<file path="src/rtl/tcp_pkg.sv">
package tcp_pkg;

    localparam int unsigned RAIL_W  = 2;
    localparam int unsigned NSTREAM = 2;

    typedef enum logic [1:0] {
        ST_IDLE = 2'd0,
        ST_SEND = 2'd1,
        ST_RTZ  = 2'd2
    } cp_state_e;

    // exactly one rail high means a token is present
    function automatic logic rail_valid(input logic [RAIL_W-1:0] r);
        return r[0] ^ r[1];
    endfunction

    function automatic logic [RAIL_W-1:0] rail_enc(input logic v, input logic live);
        if (!live) return '0;
        return v ? 2'b10 : 2'b01;
    endfunction

endpackage

</file>
<file path="src/rtl/tcp_copy_stream.sv">
module tcp_copy_stream
    import tcp_pkg::*;
#(
    parameter int unsigned NPORT = 4
) (
    input  logic              clk_i,
    input  logic              rst_ni,
    input  logic [NPORT-1:0]  mask_i,
    input  logic [RAIL_W-1:0] rail_i,
    input  logic [NPORT-1:0]  port_en_i,
    output logic              en_o,
    output logic              tok_o,
    output logic [NPORT-1:0]  pend_o
);

    typedef struct packed {
        cp_state_e        st;
        logic             tok;
        logic [NPORT-1:0] pend;
    } cp_regs_t;

    cp_regs_t regs_d, regs_q;

    always_comb begin
        regs_d = regs_q;
        case (regs_q.st)
            ST_IDLE: begin
                if (rail_valid(rail_i) && (mask_i != '0) &&
                    ((port_en_i & mask_i) == mask_i)) begin
                    regs_d.tok  = rail_i[1];
                    regs_d.pend = mask_i;
                    regs_d.st   = ST_SEND;
                end
            end
            ST_SEND: begin
                // a port leaves the pending set once its receiver acks
                regs_d.pend = regs_q.pend & port_en_i;
                if (regs_d.pend == '0) regs_d.st = ST_RTZ;
            end
            ST_RTZ: begin
                if (rail_i == '0) regs_d.st = ST_IDLE;
            end
            default: regs_d.st = ST_IDLE;
        endcase
    end

    always_ff @(posedge clk_i or negedge rst_ni) begin
        if (!rst_ni) begin
            regs_q <= '{st: ST_IDLE, tok: 1'b0, pend: '0};
        end else begin
            regs_q <= regs_d;
        end
    end

    assign en_o   = (regs_q.st != ST_RTZ);
    assign tok_o  = regs_q.tok;
    assign pend_o = regs_q.pend;

    // a stream with no port never acknowledges
    a_r9_empty_no_ack: assert property (@(posedge clk_i) disable iff (!rst_ni)
        (mask_i == '0) |-> en_o);

    // while sending, no port is re-armed with a second copy
    a_r10_no_resend: assert property (@(posedge clk_i) disable iff (!rst_ni)
        (regs_q.st == ST_SEND) |=> ((regs_q.pend & ~$past(regs_q.pend)) == '0));

endmodule

</file>
<file path="src/rtl/tcp_port_drive.sv">
module tcp_port_drive
    import tcp_pkg::*;
(
    input  logic               clk_i,
    input  logic               rst_ni,
    input  logic [NSTREAM-1:0] sel_i,
    input  logic [NSTREAM-1:0] tok_i,
    input  logic [NSTREAM-1:0] pend_i,
    input  logic               en_i,
    output logic [RAIL_W-1:0]  rail_o
);

    always_comb begin
        rail_o = '0;
        for (int s = 0; s < NSTREAM; s++) begin
            if (sel_i[s]) rail_o = rail_enc(tok_i[s], pend_i[s]);
        end
    end

    // the two rails are never high together
    a_r2_rail_legal: assert property (@(posedge clk_i) disable iff (!rst_ni)
        rail_o != 2'b11);

    // a token stays on the port until its receiver acknowledges
    a_r5_hold_until_ack: assert property (@(posedge clk_i) disable iff (!rst_ni)
        ((rail_o != '0) && en_i) |=> (rail_o == $past(rail_o)));

    // a token only appears while the receiver was ready
    a_r6_start_when_ready: assert property (@(posedge clk_i) disable iff (!rst_ni)
        ((rail_o != '0) && ($past(rail_o) == '0)) |-> $past(en_i));

endmodule

</file>
<file path="src/rtl/token_copier.sv">
module token_copier
    import tcp_pkg::*;
#(
    parameter int unsigned NPORT = 4
) (
    input  logic                      clk_i,
    input  logic                      rst_ni,
    input  logic [NPORT-1:0]          cfg_a_i,
    input  logic [NPORT-1:0]          cfg_b_i,
    input  logic [RAIL_W-1:0]         a_rail_i,
    output logic                      a_en_o,
    input  logic [RAIL_W-1:0]         b_rail_i,
    output logic                      b_en_o,
    output logic [RAIL_W*NPORT-1:0]   out_rail_o,
    input  logic [NPORT-1:0]          out_en_i,
    output logic                      cfg_err_o
);

    localparam int unsigned OUT_W = RAIL_W * NPORT;

    logic [NPORT-1:0]  conflict;
    logic [NPORT-1:0]  own   [NSTREAM];
    logic [RAIL_W-1:0] src   [NSTREAM];
    logic [NPORT-1:0]  pend  [NSTREAM];
    logic [NSTREAM-1:0] s_en;
    logic [NSTREAM-1:0] s_tok;
    logic [NPORT-1:0]  busy;
    logic              err_d, err_q;

    // a port claimed twice is given to nobody
    assign conflict = cfg_a_i & cfg_b_i;
    assign own[0]   = cfg_a_i & ~conflict;
    assign own[1]   = cfg_b_i & ~conflict;
    assign src[0]   = a_rail_i;
    assign src[1]   = b_rail_i;

    generate
        for (genvar s = 0; s < NSTREAM; s++) begin : g_stream
            tcp_copy_stream #(.NPORT(NPORT)) stream_i (
                .clk_i     (clk_i),
                .rst_ni    (rst_ni),
                .mask_i    (own[s]),
                .rail_i    (src[s]),
                .port_en_i (out_en_i),
                .en_o      (s_en[s]),
                .tok_o     (s_tok[s]),
                .pend_o    (pend[s])
            );

            // input ack only when every owned port has gone quiet
            a_r4_ack_after_all: assert property (@(posedge clk_i) disable iff (!rst_ni)
                !s_en[s] |-> ((busy & own[s]) == '0));
        end

        for (genvar p = 0; p < NPORT; p++) begin : g_port
            logic [NSTREAM-1:0] sel_p, pend_p;
            for (genvar s = 0; s < NSTREAM; s++) begin : g_bit
                assign sel_p[s]  = own[s][p];
                assign pend_p[s] = pend[s][p];
            end
            tcp_port_drive drive_i (
                .clk_i  (clk_i),
                .rst_ni (rst_ni),
                .sel_i  (sel_p),
                .tok_i  (s_tok),
                .pend_i (pend_p),
                .en_i   (out_en_i[p]),
                .rail_o (out_rail_o[RAIL_W*p +: RAIL_W])
            );
            assign busy[p] = |out_rail_o[RAIL_W*p +: RAIL_W];
        end
    endgenerate

    always_comb begin
        err_d = |conflict;
    end

    always_ff @(posedge clk_i or negedge rst_ni) begin
        if (!rst_ni) err_q <= 1'b0;
        else         err_q <= err_d;
    end

    assign a_en_o    = s_en[0];
    assign b_en_o    = s_en[1];
    assign cfg_err_o = err_q;

    // a shared claim raises the flag on the next cycle
    a_r8_conflict_flag: assert property (@(posedge clk_i) disable iff (!rst_ni)
        (|(cfg_a_i & cfg_b_i)) |=> cfg_err_o);

    // no port ever has a pending copy from both streams
    a_r8_single_sender: assert property (@(posedge clk_i) disable iff (!rst_ni)
        (pend[0] & pend[1]) == '0);

    initial begin
        assert (OUT_W == RAIL_W * NPORT);
    end

endmodule

</file>
<file path="config.mk">
export PLATFORM = sky130hd
export DESIGN_NAME = token_copier
export DESIGN_NICKNAME = d
export VERILOG_FILES = /design/src/rtl/tcp_pkg.sv /design/src/rtl/tcp_copy_stream.sv /design/src/rtl/tcp_port_drive.sv /design/src/rtl/token_copier.sv
export SDC_FILE = /design/constraint.sdc
export NUM_CORES = 1
export LEC_CHECK = 0
export ABC_AREA = 0
export BUFFER_PORTS_ARGS = -buffer_cell sky130_fd_sc_hd__clkbuf_2
export CAP_MARGIN = 20
export CORE_ASPECT_RATIO = 1.5
export CORE_MARGIN = 2
export CORE_UTILIZATION = 33
export CTS_CLUSTER_SIZE = 16
export DETAILED_ROUTE_END_ITERATION = 8
export GPL_ROUTABILITY_DRIVEN = 0
export PLACE_DENSITY = 0.55
export RECOVER_POWER = 100
export REMOVE_ABC_BUFFERS = 1
export SYNTH_ARGS = -nofsm -noshare
export SYNTH_HDL_FRONTEND = slang
export SYNTH_SLANG_ARGS = --single-unit
</file>
<file path="constraint.sdc">
create_clock -name clk_i -period 2.3 [get_ports clk_i]
set_input_delay 0.46 -clock clk_i [delete_from_list [all_inputs] [get_ports clk_i]]
set_output_delay 0.46 -clock clk_i [all_outputs]
set_load 0.05 [all_outputs]
</file>
# Yosys cells after proc, flatten, opt, wreduce, memory -nomap -nowiden
# Index checks and enable logic that the tools add are counted.
# classes
n_eq_ne	14
mux	52
reduce_logical	21
bitwise_logic	10
# ops
op	n
$mux W2	30
$and A4 B4 Y4	7
$mux W1	16
$pmux W4 S2	2
$mux W7	2
$ne A2 B1 Y1 const B	6
$pmux W2 S3	2
$eq A4 B4 Y1	2
$logic_not A2 Y1	4
$logic_not A4 Y1	2
$reduce_and A2 Y1	4
$reduce_bool A4 Y1	2
$reduce_and A3 Y1	2
$eq A2 B1 Y1 const B	2
$eq A2 B2 Y1 const B	2
$logic_and A1 B1 Y1	4
$ne A2 B2 Y1 const B	2
$not A4 Y4	1
$reduce_bool A2 Y1	2
$reduce_or A4 Y1	1
$xor A1 B1 Y1	2
# word_totals
elab_cells	104
regBits	15
output_inout_bits	11

# Depth between registers and ports, before layout
# logic_depth
word_depth	8
ltp_mapped	7
ltp_nobuf	6

# Hierarchy
# From an unflattened synthesis, not the netlist that was laid out.
# unflattened
cells_unflattened	120
hier_area_um2	1111.1
# by_module_without_submodules
mod	instances	area_each_um2	cells_each
tcp_copy_stream	2	427.9	42
tcp_port_drive	4	38.8	6
token_copier	1	100.1	12

# Worst setup path before layout
# OpenSTA, ideal clock, no wires.
# synth_timing
kind	in2out
start	input cfg_a_i[3]
end	output out_rail_o[6]
path_buffers	1
path_stages	2
path_slack_ps	48
arrival_time_ps	1792
required_time_ps	1840
cell_sequence	buf_6 > o31ai_1
# synth_between
elab_chain_cells	5
elab_cells_between_ends	6
# synth_lines
element	line	rtl
from (decl)	token_copier.sv:8	input logic [NPORT-1:0] cfg_a_i,
$and A4 B4 Y4	token_copier.sv:31	assign conflict = cfg_a_i & cfg_b_i;
$not A4 Y4	token_copier.sv:32, token_copier.sv:33	
$and A4 B4 Y4	token_copier.sv:32	assign own[0] = cfg_a_i & ~conflict;
$mux W2	tcp_port_drive.sv:16	if (sel_i[s]) rail_o = rail_enc(tok_i[s], pend_i[s]);
$mux W2 *	tcp_port_drive.sv:16	
to (decl)	token_copier.sv:14	output logic [RAIL_W*NPORT-1:0] out_rail_o,
# Every way passes the cells marked *; elsewhere a longest branch is shown, timed or not.

# Final worst setup path
# layout_timing
start	input cfg_b_i[3]
end	output out_rail_o[6]
# layout_between
elab_chain_cells	5
elab_cells_between_ends	6
# layout_lines
element	line	rtl
from (decl)	token_copier.sv:9	input logic [NPORT-1:0] cfg_b_i,
$and A4 B4 Y4	token_copier.sv:31	
$not A4 Y4	token_copier.sv:32, token_copier.sv:33	
$and A4 B4 Y4	token_copier.sv:32	
$mux W2	tcp_port_drive.sv:16	
$mux W2 *	tcp_port_drive.sv:16	
# Marks and branches as above.

==> flow_summary.yaml <==
cts:
  cts.sinks: 15
  numCtsBuffers: 3
  cts_root_buf: "clkbuf_8"
  clkSlewWorstSetupHoldPaths_ps: 60
  ctsResizeCount: 0
  clk_latency_ps: 240
  cts_max_path_buffers: 2
  cts_hold_buf: 0
  postCtsSetupRepairBufs: 0
  htreeDepth: 1
  cts_tree: "built"
timing:
  clock_skew_ps: 1.08
  min_period_over_period_pct: 87.5
  rsz0062_at_grt: "no"
  setup_violations: 0
  worst_pin_slew_ps: 883
  maxSlewViolCount: 0
  hold_slack_ps: 310
  hold_violations: 0
  fin_tns_setup_ps: 0
  fmax_mhz: 497
  finalCriticalPeriod_ps: 2010
  maxSlewHeadroom_pct: 41.1
detailed_routing:
  vias: 1147
  wirelength_um: 3080
  wire_per_inst_um: 15.1
  drt_iter0_markers: 40
  vias_per_cell: 5.62
  drc: 0
  first_pass_iters: 4
  ant_nets: 0
global_routing:
  track_usage_pct: 17.0
  antenna_found_initial: 0
  grt_max_degree: 18
  met2_usage_pct: 30.1
  grt.overflow.total: 0
  grt_pass1_vias: 1173
  grt_busiest_layer: "met2"
  grtUsageMet1_pct: 20.4
  globalRouteMet3Util_pct: 2.14
  grt_pass1_wl_um: 5330
setup_path:
  r2r_setup_slack_ps: 560
  crit_type: "in -> out"
  cp-start-kind: "input port"
  cp-end-kind: "primary output"
  crit_fanout: 8
  cp.required_ps: 1840
  arrival_ps: 1550
floorplan:
  num_rows: 26
  die-area_um2: 4070
  start_util_pct: 34.4
  io_pins: 29
  die_h_um: 77.1
  coreArea_um2: 3420
  die_w_um: 52.7
yosys:
  synthFlopType: "dfrtp_1"
  ys_ff_latch: 15
  ys_seq_area_share_pct: 31.9
  ys_types: 32
  yosysWarnings: 0
  syn_area_um2: 1180
  synth_area_per_cell_um2: 8.65
  synth-edff-count: 0
  synth_async_sr_flop_share_pct: 100
  netlist_instances: 136
finish:
  diodes: 0
  final_layout_size_suffix_gt1_share_pct: 14.8
  area_growth_pct: 15.6
  finalNetCount: 183
run:
  max-cap-violations: 0
power_and_ir_drop:
  p_total_mw: 1.43
  p_per_area_nw_per_um2: 1050
  peakVddDrop_mv: 0.549
  p_leak_nw: 0.624
run_status:
  outcome: "finished clean"
hold_path:
  holdCritPathClass: "in -> async"
placement:
  portBuffers: 28
  post-dp-hpwl_um: 2410
[cell usage in the layout, fill, tap and decap left out, types with 2 or more instances in the layout]
| master | synthesis | layout |
|---|---|---|
| clkbuf_2 | 0 | 14 |
| o22ai_1 | 7 | 7 |
| dfrtp_1 | 15 | 15 |
| a22oi_1 | 4 | 4 |
| a21o_1 | 8 | 8 |
| a221o_1 | 8 | 8 |
| nand3_1 | 7 | 7 |
| inv_1 | 4 | 4 |
| o2111ai_1 | 2 | 2 |
| nand2b_1 | 11 | 11 |
| nor4_1 | 8 | 8 |
| a41o_1 | 2 | 2 |
| ha_1 | 2 | 2 |
| o31ai_1 | 3 | 3 |
| clkbuf_8 | 0 | 3 |
| or2_0 | 0 | 2 |
| nand2_1 | 15 | 15 |
| clkbuf_1 | 4 | 15 |
| nor3b_1 | 2 | 2 |
| or3b_2 | 3 | 3 |
| nor2b_1 | 16 | 16 |
[flip-flops by register name, summed over array words and instances (netlist names)]
signal / count
g_stream.stream_i.pend_o: 8
g_stream.stream_i.regs_q: 4
g_stream.stream_i.tok_o: 2
cfg_err_o: 1
[layout make-up]
class	instances	area, um2
multi-input cells	110	742
flip-flops and latches	15	375
fillers	375	2060
inverters	4	15.0
clock buffers	4	45.0
repair buffers	29	130
well taps	42	52.6
[kinds of logic (layout without fill, tap and decap cells)]
| family | after synthesis | after routing | share of synthesized area (%) |
|---|---|---|---|
| simple gates | 70 | 70 | 35.0 |
| compound gates | 37 | 37 | 25.2 |
| flops | 15 | 15 | 31.9 |
| buf+inv | 11 | 37 | 4.79 |
| fa+ha+maj | 2 | 2 | 2.13 |
| mux | 1 | 1 | 0.957 |
[power breakdown]
part,internal (mW),switching (mW),total [mW]
sequential,0.370,0.187,0.556
clock,0.123,0.0903,0.213
combinational,0.284,0.377,0.661
total,0.776,0.654,1.43
[routing by layer]
metal	routed length, um	up-vias
li1	-	568
met1	1300	559
met2	1680	18
met3	84	2
met4	13	0
met5	0	-
[worst max-delay path, stage by stage]
cell	delay, ps
clkbuf_1	180
nand2b_1	210
nor2_1	90
nand2_1	60
o31ai_1	60
clkbuf_1	490
[stage by stage]
stage | cells | worst slack (ps) | instance area [um2] | utilization (%)
after global routing | 204 | 191 | 1360 | 39.8
final | 204 | 287 | 1360 | 39.8
after floorplan | 129 | 165 | 1130 | -
after detailed placement | 200 | 260 | 1340 | 39.1
after CTS | 204 | 485 | 1380 | 40.4
after global placement | 200 | 271 | 1340 | 39.1
[cells in the mapped netlist, types with 2 or more instances]
| master | count | area (um2) |
|---|---|---|
| a41o_1 | 2 | 20.0 |
| a21o_1 | 8 | 60.1 |
| o2111ai_1 | 2 | 17.5 |
| a22oi_1 | 4 | 30.0 |
| dfrtp_1 | 15 | 375 |
| a221o_1 | 8 | 80.1 |
| or3b_2 | 3 | 26.3 |
| nor4_1 | 8 | 50.1 |
| inv_1 | 4 | 15.0 |
| o31ai_1 | 3 | 22.5 |
| nor3b_1 | 2 | 15.0 |
| o22ai_1 | 7 | 43.8 |
| nand3_1 | 7 | 35.0 |
| buf_6 | 2 | 22.5 |
| ha_1 | 2 | 25.0 |
| clkbuf_1 | 4 | 15.0 |
| nand2_1 | 15 | 56.3 |
| nand2b_1 | 11 | 68.8 |
| nor2b_1 | 16 | 100 |
[final timing paths]
| path | cells past startpoint | to | start |
|---|---|---|---|
| worst max-delay path | 6 | out_rail_o[6] | cfg_b_i[3] |
| worst min-delay path | 1 | g_stream[0].stream_i.pend_o[2] | rst_ni |
| worst max register to register | 4 | g_stream[1].stream_i.pend_o[1] | g_stream[1].stream_i.regs_q[6] |
| worst min register to register | 2 | g_stream[1].stream_i.regs_q[6] | g_stream[1].stream_i.regs_q[5] |
| max in group asynchronous | 1 | g_stream[1].stream_i.pend_o[0] | rst_ni |
| min in group clk_i | 3 | g_stream[1].stream_i.tok_o | b_rail_i[1] |
No activity file was read; power rests on OpenSTA's default activity.
